--- src/rtl/burst_xfer_pkg.sv ---
package burst_xfer_pkg;
  typedef enum logic [0:0] {BX_IDLE = 1'b0, BX_RUN = 1'b1} bx_state_e;
  localparam int unsigned BX_STEP = 4;
endpackage

--- src/rtl/bx_pick.sv ---
module bx_pick #(
  parameter int NREG = 16,
  localparam int IW = $clog2(NREG)
) (
  input  logic [NREG-1:0] vec_i,
  output logic            found_o,
  output logic [IW-1:0]   idx_o
);
  always_comb begin
    found_o = |vec_i;
    idx_o   = '0;
    for (int i = NREG - 1; i >= 0; i--) begin
      if (vec_i[i]) idx_o = IW'(i);
    end
  end
endmodule

--- src/rtl/bx_gate.sv ---
module bx_gate #(
  parameter int PW = 8
) (
  input  logic          exc_pend_i,
  input  logic [PW-1:0] exc_prio_i,
  input  logic [PW-1:0] cur_prio_i,
  input  logic          no_abandon_i,
  input  logic          dev_i,
  output logic          allow_o
);
  logic outranks;
  assign outranks = exc_pend_i && (exc_prio_i < cur_prio_i);
  assign allow_o  = outranks && !no_abandon_i && !dev_i;
endmodule

--- src/rtl/bx_ctrl.sv ---
module bx_ctrl
  import burst_xfer_pkg::*;
#(
  parameter int NREG = 16,
  parameter int AW   = 32,
  localparam int IW  = $clog2(NREG)
) (
  input  logic            clk_i,
  input  logic            rst_ni,
  input  logic            start_i,
  input  logic            resume_i,
  input  logic [AW-1:0]   base_addr_i,
  input  logic [NREG-1:0] reg_mask_i,
  input  logic            store_i,
  input  logic [IW-1:0]   resume_idx_i,
  input  logic [AW-1:0]   resume_addr_i,
  input  logic            ack_i,
  input  logic            allow_i,
  input  logic [NREG-1:0] rest_i,
  input  logic            nxt_found_i,
  input  logic [IW-1:0]   nxt_idx_i,
  output logic            run_o,
  output logic [NREG-1:0] mask_o,
  output logic [AW-1:0]   addr_o,
  output logic            we_o,
  output logic            done_o,
  output logic            abandon_o,
  output logic [IW-1:0]   rst_idx_o,
  output logic [AW-1:0]   rst_addr_o
);
  bx_state_e       state_q;
  logic [NREG-1:0] mask_q, keep, load_mask;
  logic [AW-1:0]   addr_q, addr_inc;
  logic            we_q, done_q, abandon_q;
  logic [IW-1:0]   rst_idx_q;
  logic [AW-1:0]   rst_addr_q;

  always_comb begin
    for (int i = 0; i < NREG; i++) keep[i] = (i >= int'(resume_idx_i));
  end

  assign load_mask = start_i ? reg_mask_i : (reg_mask_i & keep);
  assign addr_inc  = addr_q + AW'(BX_STEP);

  always_ff @(posedge clk_i or negedge rst_ni) begin
    if (!rst_ni) begin
      state_q    <= BX_IDLE;
      mask_q     <= '0;
      addr_q     <= '0;
      we_q       <= 1'b0;
      done_q     <= 1'b0;
      abandon_q  <= 1'b0;
      rst_idx_q  <= '0;
      rst_addr_q <= '0;
    end else begin
      done_q    <= 1'b0;
      abandon_q <= 1'b0;
      case (state_q)
        BX_IDLE: begin
          if (start_i || resume_i) begin
            mask_q <= load_mask;
            addr_q <= start_i ? base_addr_i : resume_addr_i;
            we_q   <= store_i;
            if (|load_mask) state_q <= BX_RUN;
            else            done_q  <= 1'b1;
          end
        end
        default: begin
          if (ack_i) begin
            mask_q <= rest_i;
            addr_q <= addr_inc;
            if (!nxt_found_i) begin
              done_q  <= 1'b1;
              state_q <= BX_IDLE;
            end else if (allow_i) begin
              // boundary abandonment: publish the resume point
              abandon_q  <= 1'b1;
              rst_idx_q  <= nxt_idx_i;
              rst_addr_q <= addr_inc;
              mask_q     <= '0;
              state_q    <= BX_IDLE;
            end
          end
        end
      endcase
    end
  end

  assign run_o      = (state_q == BX_RUN);
  assign mask_o     = mask_q;
  assign addr_o     = addr_q;
  assign we_o       = we_q;
  assign done_o     = done_q;
  assign abandon_o  = abandon_q;
  assign rst_idx_o  = rst_idx_q;
  assign rst_addr_o = rst_addr_q;
endmodule

--- src/rtl/burst_xfer_seq.sv ---
module burst_xfer_seq #(
  parameter int NREG = 16,
  parameter int AW   = 32,
  parameter int PW   = 8
) (
  input  logic                    clk_i,
  input  logic                    rst_ni,
  input  logic                    start_i,
  input  logic                    resume_i,
  input  logic [AW-1:0]           base_addr_i,
  input  logic [NREG-1:0]         reg_mask_i,
  input  logic                    store_i,
  input  logic [$clog2(NREG)-1:0] resume_idx_i,
  input  logic [AW-1:0]           resume_addr_i,
  input  logic                    no_abandon_i,
  input  logic                    exc_pend_i,
  input  logic [PW-1:0]           exc_prio_i,
  input  logic [PW-1:0]           cur_prio_i,
  output logic                    mem_req_o,
  output logic                    mem_we_o,
  output logic [AW-1:0]           mem_addr_o,
  output logic [$clog2(NREG)-1:0] mem_reg_o,
  input  logic                    mem_ack_i,
  input  logic                    mem_dev_i,
  output logic                    busy_o,
  output logic                    done_o,
  output logic                    abandon_o,
  output logic [$clog2(NREG)-1:0] rst_idx_o,
  output logic [AW-1:0]           rst_addr_o
);
  localparam int IW = $clog2(NREG);

  logic            run, cur_found, nxt_found, allow;
  logic [NREG-1:0] mask_q, cur_hot, rest;
  logic [IW-1:0]   cur_idx, nxt_idx;

  bx_pick #(.NREG(NREG)) u_cur (.vec_i(mask_q), .found_o(cur_found), .idx_o(cur_idx));

  assign cur_hot = {{(NREG-1){1'b0}}, 1'b1} << cur_idx;
  assign rest    = mask_q & ~cur_hot;

  bx_pick #(.NREG(NREG)) u_nxt (.vec_i(rest), .found_o(nxt_found), .idx_o(nxt_idx));

  bx_gate #(.PW(PW)) u_gate (
    .exc_pend_i  (exc_pend_i),
    .exc_prio_i  (exc_prio_i),
    .cur_prio_i  (cur_prio_i),
    .no_abandon_i(no_abandon_i),
    .dev_i       (mem_dev_i),
    .allow_o     (allow)
  );

  bx_ctrl #(.NREG(NREG), .AW(AW)) u_ctrl (
    .clk_i        (clk_i),
    .rst_ni       (rst_ni),
    .start_i      (start_i),
    .resume_i     (resume_i),
    .base_addr_i  (base_addr_i),
    .reg_mask_i   (reg_mask_i),
    .store_i      (store_i),
    .resume_idx_i (resume_idx_i),
    .resume_addr_i(resume_addr_i),
    .ack_i        (mem_ack_i),
    .allow_i      (allow),
    .rest_i       (rest),
    .nxt_found_i  (nxt_found),
    .nxt_idx_i    (nxt_idx),
    .run_o        (run),
    .mask_o       (mask_q),
    .addr_o       (mem_addr_o),
    .we_o         (mem_we_o),
    .done_o       (done_o),
    .abandon_o    (abandon_o),
    .rst_idx_o    (rst_idx_o),
    .rst_addr_o   (rst_addr_o)
  );

  assign mem_req_o = run && cur_found;
  assign mem_reg_o = cur_idx;
  assign busy_o    = run;
endmodule

--- config.mk ---
export PLATFORM = sky130hd
export DESIGN_NAME = burst_xfer_seq
export DESIGN_NICKNAME = d
export VERILOG_FILES = /design/src/rtl/burst_xfer_pkg.sv /design/src/rtl/bx_pick.sv /design/src/rtl/bx_gate.sv /design/src/rtl/bx_ctrl.sv /design/src/rtl/burst_xfer_seq.sv
export SDC_FILE = /design/constraint.sdc
export NUM_CORES = 1
export LEC_CHECK = 0
export BUFFER_PORTS_ARGS = -buffer_cell sky130_fd_sc_hd__buf_4
export CORE_ASPECT_RATIO = 0.75
export CORE_MARGIN = 4
export CORE_UTILIZATION = 52
export CTS_CLUSTER_DIAMETER = 30
export DETAILED_ROUTE_END_ITERATION = 16
export PLACE_DENSITY = 0.86
export SYNTH_ARGS = -nofsm -noshare
export SYNTH_HDL_FRONTEND = slang
export SYNTH_HIERARCHICAL = 1
export SYNTH_SLANG_ARGS = --single-unit
--- constraint.sdc ---
create_clock -name clk_i -period 3.7 [get_ports clk_i]
set_input_delay 0.555 -clock clk_i [delete_from_list [all_inputs] [get_ports clk_i]]
set_output_delay 0.555 -clock clk_i [all_outputs]
set_load 0.01 [all_outputs]
==> results.sh <==
export IMPL_run_status="complete, no violations"
export IMPL_dpl_hpwl_mm=14.2
export IMPL_synth_xor_area_share_pct=4.05
export IMPL_p_comb_share_pct=52.0
export IMPL_whs_ns=0.307
export IMPL_numPortBuffers=185
export IMPL_ir_drop_uv=382
export IMPL_sw_frac_of_total_pct=44.5
export IMPL_core_rowCount=33
export IMPL_holdBufCountCts=0
export IMPL_synth_top_area_share_pct=37.7
export IMPL_vias=6337
export IMPL_overflow=0
export IMPL_finalSetupViolations=0
export IMPL_p_leak_nw=3.55
export IMPL_wirelength_mm=19.6
export IMPL_post_route_min_period_ns=3.51
export IMPL_busiest_layer="met2"
export IMPL_multi_input_area_um2=3400
export IMPL_grt_pass1_wl_mm=30.5
export IMPL_grt_pass1_vias=6129
export IMPL_layout_drive_gt1_share_pct=29.5
export IMPL_postLayoutCoreUtil_pct=70.3
export IMPL_yosys_warnings=6
export IMPL_antenna_left=0
export IMPL_fill_cells=867
export IMPL_synth_area_um2=5840
export IMPL_antenna_cells=0
export IMPL_drt_initial_drc_count=836
export IMPL_fp_coreArea_um2=10900
export IMPL_grtUsageTotal_pct=29.1
export IMPL_dr_pass1_iters=5
export IMPL_synth_main_ff_cell="dfrtp_1"
export IMPL_power_frac_seq_pct=33.3
export IMPL_clockRootBuffer="clkbuf_16"
export IMPL_use_met2_pct=45.1
export IMPL_fp_dieH_um=99.8
export IMPL_synth_compound_gate_area_share_pct=25.6
export IMPL_powerDensity_nw_per_um2=762
export IMPL_layout_area_overhead_vs_synth_pct=31.8
export IMPL_ys_async_sr_fraction_pct=100
export IMPL_startpoint_type="flip-flop"
export IMPL_clock_sinks=88
export IMPL_placed_cell_area_um2=7360
export IMPL_ioPinCount=186
export IMPL_synth_edf_count=0
export IMPL_use_met3_pct=5.96
export IMPL_use_met1_pct=41.6
export IMPL_synth_most_common_cell="nand2_1"
export IMPL_clock_power_share_pct=14.7
export IMPL_clock_skew_ns=0.00694
export IMPL_holdCritPathClass="in -> async"
export IMPL_yosys_top_cells_count="119 x nand2_1, 88 x dfrtp_1, 66 x o21ai_0"
export IMPL_slew_violations=0
export IMPL_gp_congestion=0.955
export IMPL_wire_per_inst_um=19.4
export IMPL_via_per_inst=6.24
export IMPL_postSynthAreaPerCell_um2=8.35
export IMPL_power_switching_mw=2.61
export IMPL_synth_top_cell_by_area="dfrtp_1"
export IMPL_reg2reg_to="u_ctrl/rst_addr_o[26]"
export IMPL_yosys_area_share_simple_pct=22.4
export IMPL_synth_nets=816
export IMPL_insertion_delay_ns=0.34
export IMPL_synth_top_family_by_area="compound AO/OA/AOI/OAI gates"
export IMPL_cts_buffers=9
export IMPL_ys_seq_elements=88
export IMPL_clk_path_buf_depth=2
export IMPL_critPathArrivalTime_ns=3.73
export IMPL_dieArea_um2=13000
export IMPL_synth_mux_area_share_pct=3.71
export IMPL_htreeDepth=3
export IMPL_tightestPinTransition_ns=0.880
export IMPL_fmaxAchievable_ghz=0.285
export IMPL_finalHoldViolations=0
export IMPL_synth_area_leaders="dfrtp_1 38%, nand2_1 7.7%, o21ai_0 5.7%"
export IMPL_synth_fa_ha_area_share_pct=1.71
export IMPL_die_w_um=130
export IMPL_p_int_mw=3.25
export IMPL_rrSetupSlack_ns=0.19
export IMPL_fin_crit_sh_pct=95.0
export IMPL_postSynthCellCount=699
export IMPL_worstPathMaxFanout=30
export IMPL_worst_r2r_path_depth=13
export IMPL_nets=987
export IMPL_drc=0
export IMPL_seq_area_um2=2200
export IMPL_required_ns=3.91
export IMPL_synthDistinctLibCells=71
export IMPL_relSlewSlack_pct=41.3
export IMPL_clk_pin_slew_ns=0.07
export IMPL_cts_tree="done"
export IMPL_grt_max_degree=67
export IMPL_fin_area_um2=7690
export IMPL_critPathKind="reg -> reg"
export IMPL_r2r_start="u_ctrl/mask_o[9]"
export IMPL_antenna_found_initial=0
export IMPL_ys_seq_area_share_pct=37.7
export IMPL_max_cap_violations=0
export IMPL_start_util_pct=53.3
export IMPL_critical_path_endpoint_type="flip-flop"
==> repair_timing <==
| action | CTS | global route |
|---|---|---|
| buffers inserted | 0 | 2 |
| setup endpoints to repair | 0 | 54 |
| gates resized for setup | 0 | 5 |
==> state kept, by name (all words and copies together), names as in the netlist <==
| name | count |
|---|---|
| u_ctrl/abandon_o | 1 |
| u_ctrl/done_o | 1 |
| u_ctrl/run_o | 1 |
| u_ctrl/mask_o | 16 |
| u_ctrl/we_o | 1 |
| u_ctrl/addr_o | 32 |
| u_ctrl/rst_addr_o | 32 |
| u_ctrl/rst_idx_o | 4 |
==> metal layers <==
layer / up-vias / routed length [um]
met5: - / 0
met4: 0 / 414
met3: 51 / 1940
met2: 418 / 8960
met1: 2991 / 8330
li1: 2877 / -
==> power groups by stage <==
stage               registers [mW]  logic [mW]  clock network (mW)
finish                        1.95        3.05               0.864
global route                  2.02        3.30               0.915
CTS                           1.94        2.95               0.878
detailed placement            1.95        2.94                   0
global placement              1.92        2.87                   0
floorplan                     1.94        1.59                   0
==> worst max path at each step <==
| stage | startpoint | end | slack [ns] | cells after the start |
|---|---|---|---|---|
| 4_1_cts | u_ctrl/mask_o[14] | u_ctrl/run_o | 0.15 | 13 |
| 3_3_place_gp | u_ctrl/mask_o[14] | u_ctrl/run_o | 0.35 | 13 |
| 3_5_place_dp | u_ctrl/mask_o[14] | u_ctrl/run_o | 0.17 | 13 |
| 5_1_grt | u_ctrl/mask_o[15] | u_ctrl/rst_idx_o[3] | -0.03 | 14 |
| 2_1_floorplan | u_ctrl/mask_o[4] | u_ctrl/mask_o[4] | 0.23 | 12 |
| 6_report | u_ctrl/mask_o[9] | u_ctrl/rst_addr_o[26] | 0.19 | 13 |
==> stage by stage <==
| step | setup TNS [ns] | power [mW] | instances | setup WS [ns] |
|---|---|---|---|---|
| floorplan | 0 | 3.54 | 699 | 0.229 |
| global placement | 0 | 4.79 | 996 | 0.350 |
| detailed placement | 0 | 4.88 | 996 | 0.173 |
| CTS | 0 | 5.76 | 1012 | 0.149 |
| global route | -0.211 | 6.24 | 1015 | -0.0316 |
| finish | 0 | 5.86 | 1015 | 0.185 |
==> cells in the final DEF (no fill, tap or decap), drive strengths merged, types with 3 or more instances in the layout <==
| cell | Yosys | routed |
|---|---|---|
| o22a | 8 | 8 |
| nor2 | 42 | 42 |
| mux2i | 7 | 7 |
| and4 | 4 | 4 |
| dfrtp | 88 | 88 |
| buf | 18 | 203 |
| a32oi | 6 | 6 |
| o21ai | 67 | 67 |
| a2bb2oi | 11 | 11 |
| clkinv | 1 | 3 |
| nand3b | 3 | 3 |
| nor4 | 8 | 8 |
| o211a | 4 | 4 |
| clkbuf | 26 | 11 |
| o22ai | 16 | 16 |
| a22o | 3 | 3 |
| inv | 21 | 23 |
| o21a | 8 | 8 |
| nand2b | 8 | 8 |
| o211ai | 3 | 3 |
| nand4 | 14 | 14 |
| a21oi | 47 | 47 |
| o31ai | 5 | 5 |
| a31oi | 18 | 18 |
| and3 | 8 | 8 |
| xor2 | 19 | 19 |
| nor2b | 12 | 12 |
| mux2 | 13 | 13 |
| a21boi | 11 | 11 |
| nand2 | 120 | 120 |
| ha | 8 | 8 |
| xnor2 | 8 | 8 |
| nand3 | 19 | 19 |
| nor3 | 7 | 7 |
| a211oi | 9 | 9 |
==> kinds of logic (layout without fill, tap and decap cells) <==
| kind of cell | Yosys count | after routing |
|---|---|---|
| AND/OR/NAND/NOR | 257 | 257 |
| flip-flops | 88 | 88 |
| buffers and inverters | 66 | 242 |
| adder cells (fa/ha/maj) | 8 | 8 |
| multiplexers | 20 | 20 |
| AO/OA/AOI/OAI | 233 | 233 |
| XOR/XNOR | 27 | 27 |
==> worst max-delay path, stage by stage (launching register included) <==
cell	delay, ns
dfrtp_1	0.42
nor2_1	0.22
nand2_1	0.10
o21ai_0	0.16
and3_2	0.32
nor2b_4	0.20
a21boi_0	0.21
nor4_2	0.41
nand3_1	0.15
or3_1	0.40
nand4_1	0.24
buf_4	0.18
buf_6	0.23
o21ai_0	0.13
==> layout make-up <==
| cell class | instances | share of cell area (%) |
|---|---|---|
| Clock buffer | 10 | 3.11 |
| Clock inverter | 6 | 0.553 |
| Inverter | 22 | 1.07 |
| Multi-Input combinational cell | 545 | 44.2 |
| Sequential cell | 88 | 28.6 |
| Tap cell | 140 | 2.28 |
| Timing Repair Buffer | 204 | 20.2 |
Power figures use the tool's default switching activity.
